### config.mk
export PLATFORM = sky130hd
export DESIGN_NAME = tri_interval_timer
export DESIGN_NICKNAME = d
export VERILOG_FILES = /design/src/rtl/timer_pkg.sv /design/src/rtl/timer_prescaler.sv /design/src/rtl/timer_counter.sv /design/src/rtl/timer_channel.sv /design/src/rtl/tri_interval_timer.sv
export SDC_FILE = /design/constraint.sdc
export NUM_CORES = 1
export LEC_CHECK = 0
export BUFFER_PORTS_ARGS = -buffer_cell sky130_fd_sc_hd__buf_4
export CORE_UTILIZATION = 40
export DETAILED_ROUTE_END_ITERATION = 6
export GPL_TIMING_DRIVEN = 0
export PLACE_DENSITY = 0.69
export RECOVER_POWER = 50
export SLEW_MARGIN = 40
export SYNTH_ARGS = -nofsm -noshare
export SYNTH_HDL_FRONTEND = slang
export SYNTH_SLANG_ARGS = --single-unit
export TNS_END_PERCENT = 1
### constraint.sdc
create_clock -name clk -period 3.6 [get_ports clk]
set_clock_uncertainty 0.2 [all_clocks]
set_input_delay 0.36 -clock clk [delete_from_list [all_inputs] [get_ports clk]]
set_output_delay 0.36 -clock clk [all_outputs]
set_load 0.05 [all_outputs]
### src/rtl/timer_pkg.sv
// Shared constants for the triple channel timer.
// Assumes byte addressing with 32-bit words; each group holds one word per channel.
package timer_pkg;
    localparam int GRP_CLK   = 'h00;
    localparam int GRP_CNT   = 'h0C;
    localparam int GRP_VAL   = 'h18;
    localparam int GRP_IVL   = 'h24;
    localparam int GRP_STS   = 'h54;
    localparam int GRP_IEN   = 'h60;
    localparam int CH_STRIDE = 4;

    // Bit positions inside counter control
    localparam int CC_STOP    = 0;
    localparam int CC_IVLMODE = 1;
    localparam int CC_RESTART = 4;

    // Register group selector for one decoded access
    typedef enum logic [2:0] {
        SEL_NONE, SEL_CLK, SEL_CNT, SEL_VAL, SEL_IVL, SEL_STS, SEL_IEN
    } reg_sel_e;
endpackage

### src/rtl/timer_prescaler.sv
// Power-of-two clock divider producing the count-enable tick for one channel.
// Assumes psc_sel selects a division of 2^(psc_sel+1); restart zeroes the phase.
module timer_prescaler #(
    parameter int NW = 4
) (
    input  logic          clk,
    input  logic          rst_n,
    input  logic          run,
    input  logic          restart,
    input  logic          psc_en,
    input  logic [NW-1:0] psc_sel,
    output logic          tick
);
    localparam int DIVW = 1 << NW;

    logic [NW:0]     shamt;
    logic [DIVW:0]   span;
    logic            span_unused;
    logic [DIVW-1:0] lim;
    logic [DIVW-1:0] div_q;

    // Terminal value of the divider for the selected ratio
    always_comb begin
        shamt       = {1'b0, psc_sel} + {{NW{1'b0}}, 1'b1};
        span        = {{DIVW{1'b0}}, 1'b1} << shamt;
        span_unused = span[DIVW];
        lim         = span[DIVW-1:0] - {{(DIVW-1){1'b0}}, 1'b1};
    end

    // Tick when running and either undivided or at the divider end
    assign tick = run && (!psc_en || (div_q == lim));

    // Divider phase counter
    always_ff @(posedge clk) begin
        if (!rst_n || restart) begin
            div_q <= '0;
        end else if (run && psc_en) begin
            div_q <= (div_q == lim) ? '0 : div_q + 1'b1;
        end
    end

    p_phase_restart_r6: assert property (@(posedge clk) disable iff (!rst_n)
        restart |=> (div_q == '0));
endmodule

### src/rtl/timer_counter.sv
// Up-counter with free-running and interval modes for one channel.
// Assumes tick is a single-cycle enable; restart overrides counting.
module timer_counter #(
    parameter int CW = 16
) (
    input  logic          clk,
    input  logic          rst_n,
    input  logic          tick,
    input  logic          restart,
    input  logic          ivl_mode,
    input  logic [CW-1:0] ivl,
    output logic [CW-1:0] count,
    output logic          evt
);
    // Interval event when the limit has been reached on a tick
    assign evt = tick && ivl_mode && (count >= ivl);

    // Count register
    always_ff @(posedge clk) begin
        if (!rst_n || restart) begin
            count <= '0;
        end else if (tick) begin
            count <= evt ? '0 : count + 1'b1;
        end
    end

    p_hold_r4: assert property (@(posedge clk) disable iff (!rst_n)
        (!tick && !restart) |=> $stable(count));
    p_restart_zero_r5: assert property (@(posedge clk) disable iff (!rst_n)
        restart |=> (count == '0));
    p_wrap_after_evt_r7: assert property (@(posedge clk) disable iff (!rst_n)
        (evt && !restart) |=> (count == '0));
endmodule

### src/rtl/timer_channel.sv
// One timer channel: its control registers, prescaler, counter and interrupt.
// Assumes write strobes are already decoded per register; rd_sts marks a status read.
module timer_channel #(
    parameter int CW = 16,
    parameter int NW = 4
) (
    input  logic          clk,
    input  logic          rst_n,
    input  logic          wr_clk,
    input  logic          wr_cnt,
    input  logic          wr_ivl,
    input  logic          wr_ien,
    input  logic          rd_sts,
    input  logic [CW-1:0] wdata,
    output logic [NW:0]   clk_ctrl,
    output logic [1:0]    cnt_ctrl,
    output logic [CW-1:0] count,
    output logic [CW-1:0] ivl,
    output logic          sts,
    output logic          ien,
    output logic          irq
);
    import timer_pkg::*;

    logic restart;
    logic tick;
    logic evt;

    assign restart = wr_cnt && wdata[CC_RESTART];

    // Configuration registers
    always_ff @(posedge clk) begin
        if (!rst_n) begin
            clk_ctrl <= '0;
            cnt_ctrl <= 2'b01;
            ivl      <= '1;
            ien      <= 1'b0;
        end else begin
            if (wr_clk) clk_ctrl <= wdata[NW:0];
            if (wr_cnt) cnt_ctrl <= {wdata[CC_IVLMODE], wdata[CC_STOP]};
            if (wr_ivl) ivl      <= wdata;
            if (wr_ien) ien      <= wdata[0];
        end
    end

    // Pending event bit; a new event beats a clearing read
    always_ff @(posedge clk) begin
        if (!rst_n)      sts <= 1'b0;
        else if (evt)    sts <= 1'b1;
        else if (rd_sts) sts <= 1'b0;
    end

    assign irq = sts && ien;

    timer_prescaler #(.NW(NW)) u_psc (
        .clk     (clk),
        .rst_n   (rst_n),
        .run     (!cnt_ctrl[0]),
        .restart (restart),
        .psc_en  (clk_ctrl[0]),
        .psc_sel (clk_ctrl[NW:1]),
        .tick    (tick)
    );

    timer_counter #(.CW(CW)) u_cnt (
        .clk      (clk),
        .rst_n    (rst_n),
        .tick     (tick),
        .restart  (restart),
        .ivl_mode (cnt_ctrl[1]),
        .ivl      (ivl),
        .count    (count),
        .evt      (evt)
    );

    p_evt_sets_r7: assert property (@(posedge clk) disable iff (!rst_n)
        evt |=> sts);
    p_read_clears_r8: assert property (@(posedge clk) disable iff (!rst_n)
        (rd_sts && !evt) |=> !sts);
    p_stopped_quiet_r4: assert property (@(posedge clk) disable iff (!rst_n)
        cnt_ctrl[0] |-> !tick);
endmodule

### src/rtl/tri_interval_timer.sv
// Three-channel prescaled interval timer with a shared register bank.
// Assumes single-cycle read/write strobes; read data is registered and zero when idle.
module tri_interval_timer #(
    parameter int NUM_CH = 3,
    parameter int CNT_W  = 16,
    parameter int PSC_W  = 4,
    parameter int AW     = 8,
    parameter int DW     = 32
) (
    input  logic              clk,
    input  logic              rst_n,
    input  logic              bus_wr,
    input  logic              bus_rd,
    input  logic [AW-1:0]     bus_addr,
    input  logic [DW-1:0]     bus_wdata,
    output logic [DW-1:0]     bus_rdata,
    output logic [NUM_CH-1:0] irq
);
    import timer_pkg::*;

    logic [DW-1:0]     ch_rd   [NUM_CH];
    logic [NUM_CH-1:0] ch_hit;
    logic [DW-1:0]     rd_mux;
    logic              any_hit;
    logic              wdata_unused;

    assign wdata_unused = ^bus_wdata[DW-1:CNT_W];

    for (genvar c = 0; c < NUM_CH; c++) begin : g_ch
        reg_sel_e            sel;
        logic [PSC_W:0]      clk_ctrl;
        logic [1:0]          cnt_ctrl;
        logic [CNT_W-1:0]    count;
        logic [CNT_W-1:0]    ivl;
        logic                sts;
        logic                ien;

        // Address decode for this channel's word in every group
        always_comb begin
            unique case (int'(bus_addr))
                GRP_CLK + CH_STRIDE*c: sel = SEL_CLK;
                GRP_CNT + CH_STRIDE*c: sel = SEL_CNT;
                GRP_VAL + CH_STRIDE*c: sel = SEL_VAL;
                GRP_IVL + CH_STRIDE*c: sel = SEL_IVL;
                GRP_STS + CH_STRIDE*c: sel = SEL_STS;
                GRP_IEN + CH_STRIDE*c: sel = SEL_IEN;
                default:               sel = SEL_NONE;
            endcase
        end

        assign ch_hit[c] = (sel != SEL_NONE);

        timer_channel #(.CW(CNT_W), .NW(PSC_W)) u_ch (
            .clk      (clk),
            .rst_n    (rst_n),
            .wr_clk   (bus_wr && sel == SEL_CLK),
            .wr_cnt   (bus_wr && sel == SEL_CNT),
            .wr_ivl   (bus_wr && sel == SEL_IVL),
            .wr_ien   (bus_wr && sel == SEL_IEN),
            .rd_sts   (bus_rd && sel == SEL_STS),
            .wdata    (bus_wdata[CNT_W-1:0]),
            .clk_ctrl (clk_ctrl),
            .cnt_ctrl (cnt_ctrl),
            .count    (count),
            .ivl      (ivl),
            .sts      (sts),
            .ien      (ien),
            .irq      (irq[c])
        );

        // Read value of the selected word of this channel
        always_comb begin
            ch_rd[c] = '0;
            case (sel)
                SEL_CLK: ch_rd[c] = DW'(clk_ctrl);
                SEL_CNT: ch_rd[c] = DW'(cnt_ctrl);
                SEL_VAL: ch_rd[c] = DW'(count);
                SEL_IVL: ch_rd[c] = DW'(ivl);
                SEL_STS: ch_rd[c] = DW'(sts);
                SEL_IEN: ch_rd[c] = DW'(ien);
                default: ch_rd[c] = '0;
            endcase
        end
    end

    // Merge the per-channel read values
    always_comb begin
        rd_mux = '0;
        for (int c = 0; c < NUM_CH; c++) rd_mux |= ch_rd[c];
    end

    assign any_hit = |ch_hit;

    // Registered read data, zero when no read
    always_ff @(posedge clk) begin
        if (!rst_n)      bus_rdata <= '0;
        else if (bus_rd) bus_rdata <= rd_mux;
        else             bus_rdata <= '0;
    end

    p_one_owner_r1: assert property (@(posedge clk) disable iff (!rst_n)
        $onehot0(ch_hit));
    p_unmapped_zero_r10: assert property (@(posedge clk) disable iff (!rst_n)
        (bus_rd && !any_hit) |=> (bus_rdata == '0));
endmodule

==> run_results.csv, run 1 <==
group,metric,value,unit
setup_path,timing.rr.end,"g_ch[2].u_ch.u_cnt.count[6]",
sta,fin_crit_sh,98.85,%
die,core_area,27780,um^2
die,io_pins,79,
worst_hold_path,hold_end,"g_ch[0].u_ch.clk_ctrl[0]",
die,rows,61,
routing,dr.pass1.iters,6,
placement,dpl.hpwl,24900,um
setup_path,worstSetupPathType,"register to register",
synth,ys_top_cells_by_area,"dfxtp_1 (33%), ha_1 (6.3%), nand2_1 (5.3%), nor2_1 (4.3%), o211ai_1 (3.5%)",
routing,viasPerCell,5.746,
sta,finalCriticalPeriod,3.559,ns
synth,synth_cell_types,72,
sta,tightest_slew,0.9807,ns
sta,max_freq,281.0,MHz
routing,wirelength_met1,15120,um
synth,synthCells,1436,
power,power_density,309.9,nW/um^2
cts,cts.sink_count,187,
sta,hold_viol_final,0,
sta,drv_slew,0,
outcome,outcome,"complete, no violations",
die,die_w,170.0,um
cells_and_area,nFillCells,2720,
cells_and_area,final_nets,1645,
die,die_h,170.0,um
cells_and_area,area_growth_syn_to_layout,18.19,%
setup_path,cp.required,3.77,ns
power,p_leak,5.401,nW
setup_path,rr_worst_depth,12,
cts,clockBufferDepth,2,
cts,clk_pin_slew_worst_paths,0.07,ns
cts,root_buffer,"clkbuf_16",
routing,drcViolationCount,0,
sta,setup-violations-final,0,
synth,synth_most_common_cell,"dfxtp_1",
cells_and_area,final_cells,1934,
sta,hold-worst-slack,0.01958,ns
worst_hold_path,min_path_type,"input port to register",
cells_and_area,antenna_cells,0,
routing,vias,11110,
synth,synth_area_leader_cell,"dfxtp_1",
placement,dp_cells,1875,
cts,clock_latency,0.45,ns
sta,relSlewSlack,34.06,%
synth,synth_edf_count,0,
global_routing,grt-ovfl-total,0,
placement,dpl_worst_slack,-0.8537,ns
global_routing,grt.total_usage,23.58,%
routing,wl,34350,um
cts,h-tree-depth,4,
synth,avgSynthCellArea,7.857,um^2
cells_and_area,final_core_util,48.00,%
cts,numCtsBuffers,17,
routing,routedWlPerCell,17.76,um
die,dieArea,28880,um^2
global_routing,grt_pass1_wl,53960,um
setup_path,rr_startpoint,"g_ch[2].u_ch.clk_ctrl[4]",
placement,io_buffers,44,
synth,async_reset_ff_share,0,%
synth,yosys_most_used_dff,"dfxtp_1",
routing,drt_iter0_markers,1133,
global_routing,grt_pass1_vias,10260,
sta,rsz0062_at_grt,"true",
global_routing,grt_max_degree,19,
routing,wl_met2,15870,um
setup_path,end_kind,"register",
worst_hold_path,holdCritStartpoint,"bus_wdata[0]",
cts,cts_tree,"yes",
routing,drtAntennaViolNets,0,
synth,yosys_warnings,0,
setup_path,worst_setup_path_start_kind,"register",
synth,synth_area,11280,um^2
global_routing,antenna_found_initial,0,
setup_path,worstPathArrival,3.73,ns
cells_and_area,layout-drive-gt1-share,11.76,%
power,p_total,4.133,mW
synth,ys_ff_latch,187,
synth,synth_top_area_share,33.18,%
run,drv_cap,0,
setup_path,worstPathMaxFanout,7,
synth,synth_common_cells,"dfxtp_1 (187), nand2_1 (159), nor2_1 (130)",
routing,maxUsedRoutingLayer,"met4",
routing,wl_met3,2402,um
power,vdd_drop_max,0.2788,mV
die,start_util,40.61,%
setup_path,rrSetupSlack,0.04,ns
sta,fin_ws,0.04127,ns
placement,gp_congestion,0.9147,
synth,ys_seq_area_share,33.18,%
worst_hold_path,hold_path_depth,3,
[cells by family after synthesis]
kind of cell | Yosys count | synth area share, %
AND/OR/NAND/NOR | 554 | 24.58
AO/OA/AOI/OAI | 365 | 22.21
flip-flops | 187 | 33.18
buffers and inverters | 184 | 6.831
XOR/XNOR | 82 | 6.365
adder cells (fa/ha/maj) | 57 | 6.321
multiplexers | 5 | 0.4436
other | 2 | 0.06656
[flip-flops by register name, summed over array words and instances, names as in the netlist]
signal,count
g_ch.u_ch.cnt_ctrl,6
g_ch.u_ch.sts,3
g_ch.u_ch.ivl,48
g_ch.u_ch.clk_ctrl,15
g_ch.u_ch.u_cnt.count,48
g_ch.u_ch.u_psc.div_q,48
bus_rdata,16
g_ch.u_ch.ien,3
[critical path, stage by stage (launching register included)]
cell	delay, ns
dfxtp_4	0.37
nor4_4	0.33
inv_2	0.08
ha_4	0.19
nand3b_1	0.19
or3b_4	0.41
a21boi_2	0.19
o2111ai_2	0.18
o41ai_4	0.39
buf_6	0.19
nand2_1	0.09
or4b_1	0.54
a21oi_2	0.13
[worst max-delay path by stage]
stage	slack, ns	from	depth (start not counted)	endpoint
after floorplan	0.03	g_ch[2].u_ch.clk_ctrl[1]	12	g_ch[2].u_ch.u_cnt.count[6]
after global placement	-0.80	g_ch[1].u_ch.clk_ctrl[1]	14	g_ch[1].u_ch.u_cnt.count[11]
after detailed placement	-0.85	g_ch[1].u_ch.clk_ctrl[1]	14	g_ch[1].u_ch.u_cnt.count[14]
after CTS	-0.04	g_ch[0].u_ch.clk_ctrl[3]	15	g_ch[0].u_ch.u_cnt.count[6]
after global routing	-0.06	g_ch[0].u_ch.clk_ctrl[4]	13	g_ch[0].u_ch.u_cnt.count[12]
final	0.04	g_ch[2].u_ch.clk_ctrl[4]	12	g_ch[2].u_ch.u_cnt.count[6]
[layer usage]
layer / track usage [%] / vias up
li1: - / 5325
met1: 30.59 / 5241
met2: 38.45 / 472
met3: 4.442 / 74
met4: 9.322 / 0
met5: 0 / -
[where the power goes]
part           leakage, nW  switching (mW)  total [mW]  internal (mW)
Sequential            1.51         0.00196        2.07           2.07
Combinational         3.62           0.150       0.219         0.0686
Clock                0.271           0.933        1.85          0.913
Total                 5.40            1.09        4.13           3.05
[cell type report]
cell class / count / area, um^2 / area share, %
buffer: 102 / 568.0 / 4.260
clock buffer: 17 / 425.4 / 3.190
timing repair buffer: 80 / 556.8 / 4.175
sequential: 187 / 3766 / 28.24
tap: 378 / 473.0 / 3.547
inverter: 74 / 277.8 / 2.083
clock inverter: 14 / 130.1 / 0.9758
multi-input combinational: 1082 / 7138 / 53.53
[stage by stage]
stage	instance area [um^2]	TNS, ns
finish	13340	0
global route	13340	-0.5204
CTS	13210	-0.4787
detailed placement	12220	-46.73
global placement	12200	-42.68
floorplan	11400	0
[placed cells by master, fill, tap and decap left out, types with 23 or more instances in the layout]
cell type	Yosys	layout
dfxtp_1	187	177
nand2_1	159	159
nor2_1	130	130
clkbuf_1	77	83
inv_1	74	73
nand3_1	74	73
buf_4	19	67
a21oi_1	72	67
ha_1	57	54
o211ai_1	53	53
o21ai_0	51	51
xor2_1	45	45
xnor2_1	37	37
a22oi_1	28	27
nand4_1	26	26
a31oi_1	24	23
[repair_timing]
item,in CTS,in global routing
hold buffers,11,0
endpoints found under the hold margin,33,0
pin swaps,20,19
cloned,2,0
resized for setup,56,59
buffers inserted,11,13
endpoints found under the setup margin,92,80
No activity file was read; power rests on OpenSTA's default activity.
==> run 2, diff against run 1 <==
--- a/config.mk
+++ b/config.mk
@@ -14,5 +14,6 @@
 export SLEW_MARGIN = 40
 export SYNTH_ARGS = -nofsm -noshare
 export SYNTH_HDL_FRONTEND = slang
+export SYNTH_HIERARCHICAL = 1
 export SYNTH_SLANG_ARGS = --single-unit
 export TNS_END_PERCENT = 1
==> run_results.csv, run 2 <==
group,metric,value,unit
synth,avgSynthCellArea,8.570,um^2
sta,fin_crit_sh,109.5,%
setup_path,crit_buf_inv,3,
sta,hold_viol_final,0,
routing,vias,11410,
synth,synth_common_cells,"dfxtp_1 (187), nand2_1 (157), mux2i_1 (77)",
synth,synth_edf_count,0,
global_routing,grt_pass1_wl,56590,um
setup_path,end_kind,"register",
routing,dr.pass1.iters,5,
setup_path,rr_startpoint,"g_ch[1].u_ch/clk_ctrl[1]",
power,p_leak,5.871,nW
synth,async_reset_ff_share,0,%
setup_path,path_depth,16,
cells_and_area,postLayoutCellArea,14750,um^2
routing,viasPerCell,5.680,
cells_and_area,largest_registers,"g_ch.u_ch/ivl: 48 flops, g_ch.u_ch/u_cnt/count: 48 flops, g_ch.u_ch/u_psc/div_q: 48 flops",
synth,ys_top_cells_by_area,"dfxtp_1 (29%), mux2i_1 (6.1%), ha_1 (5.6%), nand2_1 (4.6%), xor2_1 (3.9%)",
outcome,violations,"max-capacitance violations, max-slew violations, negative setup slack",
cts,cts_tree,"yes",
setup_path,worst_setup_path_start_kind,"register",
cts,cts.sink_count,187,
synth,ys_ff_latch,187,
sta,setup-violations-final,50,
synth,yosys_most_used_dff,"dfxtp_1",
cells_and_area,final_cell_mix,"dfxtp_1 (177), nand2_1 (157), mux2i_1 (77)",
routing,wl,35900,um
setup_path,worstPathMaxFanout,8,
cts,numCtsBuffers,17,
sta,tightest_slew,1.810,ns
synth,synthCells,1483,
global_routing,grt_max_degree,32,
routing,drtAntennaViolNets,0,
cells_and_area,seq_area,3769,um^2
die,rows,64,
cts,clockBufferDepth,2,
synth,synth_area_leader_cell,"dfxtp_1",
setup_path,cp.required,3.73,ns
cells_and_area,final_cells,2008,
cts,root_buffer,"clkbuf_16",
global_routing,grt_pass1_vias,10520,
global_routing,antenna_found_initial,0,
placement,gp_congestion,0.9248,
die,die_h,180.3,um
die,dieArea,32490,um^2
die,start_util,41.12,%
power,vdd_drop_max,0.2935,mV
setup_path,cp_slowest_cell,"or4bb_1",
synth,ys_seq_area_share,29.45,%
setup_path,crit_chain,"nor4_4 -> inv_2 -> ha_4 -> or4bb_1 -> a211o_1 -> o211ai_1 -> nand4_1 -> a2111oi_4 -> buf_6 -> o21a_1 -> buf_6 -> nand4_1 -> nor3_4 -> nand3_1 -> xor2_1 -> a21oi_2",
cts,h-tree-depth,4,
placement,dpl.hpwl,26600,um
global_routing,grt.total_usage,21.71,%
sta,max_freq,253.6,MHz
placement,io_buffers,41,
setup_path,timing.rr.end,"g_ch[1].u_ch/u_cnt/count[11]",
synth,synth_area,12710,um^2
setup_path,critical_path.top_delay_family,"simple AND/OR/NAND/NOR gates",
die,core_area,30910,um^2
synth,synth_top_area_share,29.45,%
die,die_w,180.3,um
sta,fin_setup_tns,-11.57,ns
setup_path,max_stage_delay,0.51,ns
cells_and_area,area_growth_syn_to_layout,16.07,%
cells_and_area,final_common_cell,"dfxtp_1",
placement,dp_cells,1935,
sta,relSlewSlack,-22.37,%
setup_path,rrSetupSlack,-0.34,ns
sta,finalCriticalPeriod,3.943,ns
global_routing,grt-ovfl-total,0,
cells_and_area,layout-drive-gt1-share,18.80,%
setup_path,worstSetupPathType,"register to register",
synth,synth_cell_types,79,
sta,rsz0062_at_grt,"true",
run,drv_cap,1,
die,io_pins,79,
routing,drcViolationCount,0,
cells_and_area,final_nets,1700,
setup_path,rr_worst_depth,16,
setup_path,worstPathArrival,4.07,ns
cts,clock_latency,0.45,ns
power,power_density,294.4,nW/um^2
cells_and_area,antenna_cells,0,
sta,drv_slew,9,
cells_and_area,nFillCells,3018,
setup_path,setup.worst_path.start,"g_ch[1].u_ch/clk_ctrl[1]",
synth,yosys_warnings,6,
routing,routedWlPerCell,17.88,um
cells_and_area,multi_input_area,8274,um^2
setup_path,setup.worst_path.end,"g_ch[1].u_ch/u_cnt/count[11]",
cts,clk_pin_slew_worst_paths,0.08,ns
outcome,outcome,"finished with violations",
worst_hold_path,min_path_type,"input port to register",
synth,synth_most_common_cell,"dfxtp_1",
placement,place_area,13600,um^2
sta,fin_ws,-0.3427,ns
routing,drt_iter0_markers,962,
run 2: how the worst min path moves through the flow:
| stage | cells after the start | to | startpoint | slack (ns) |
|---|---|---|---|---|
| floorplan | 2 | g_ch[0].u_ch/ivl[1] | g_ch[0].u_ch/ivl[1] | 0.26 |
| global placement | 2 | g_ch[0].u_ch/ivl[10] | g_ch[0].u_ch/ivl[10] | 0.28 |
| detailed placement | 2 | g_ch[2].u_ch/ivl[8] | g_ch[2].u_ch/ivl[8] | 0.28 |
| CTS | 3 | g_ch[1].u_ch/ivl[2] | bus_wdata[2] | 0.01 |
| global route | 3 | g_ch[0].u_ch/ivl[3] | bus_wdata[3] | 0.04 |
| finish | 3 | g_ch[1].u_ch/ivl[2] | bus_wdata[2] | 0.03 |
run 2: what timing repair did:
action	in CTS	in global routing
hold endpoints to repair	33	0
pin swaps	27	33
endpoints found under the setup margin	51	51
resized for setup	54	37
hold buffers	11	0
setup buffers	22	8
run 2: cells by family (layout without fill, tap and decap cells):
family                   after synthesis  count (layout)  share of synthesized area, %
other                                  4              19                        0.1181
buffers and inverters                186             300                         7.994
XOR/XNOR                              99              99                         6.822
adder cells (fa/ha/maj)               57              57                         5.611
AND/OR/NAND/NOR                      497             497                         21.70
AO/OA/AOI/OAI                        372             372                         21.62
flip-flops                           187             187                         29.45
multiplexers                          81              81                         6.684
run 2: through the flow:
step                setup WS, ns  power [mW]  hold slack (ns)  util [%]
floorplan                -0.2451       2.296           0.2581         -
global placement          -1.020       2.382           0.2816     43.99
detailed placement        -1.029       2.384           0.2847     43.99
CTS                      -0.4786       4.390          0.01364     47.61
global route             -0.6111       4.510          0.03533     47.73
finish                   -0.3427       4.342          0.03003     47.73
run 2: worst min-delay path, cell delays in order:
cell and delay, ns:
buf_4 0.15, mux2i_1 0.08, nand2_1 0.06
run 2: report_power, final:
| part | switching [mW] | internal [mW] |
|---|---|---|
| Sequential | 0.00177 | 2.06 |
| Combinational | 0.188 | 0.0969 |
| Clock | 1.03 | 0.965 |
run 2: per-layer routing:
metal | vias up | share of wire (%) | track usage, %
li1 | 5554 | - | -
met1 | 5393 | 46 | 28.85
met2 | 382 | 46 | 35.91
met3 | 76 | 4.7 | 2.749
met4 | 0 | 3.1 | 8.000
met5 | - | 0 | 0
run 2: cell type report:
type	instances	area share, %
clock buffer	17	2.884
clock inverter	15	1.340
buffer	110	4.970
multi-input combinational	1125	56.09
sequential	187	25.55
inverter	76	1.934
timing repair buffer	82	3.876
tap	396	3.359
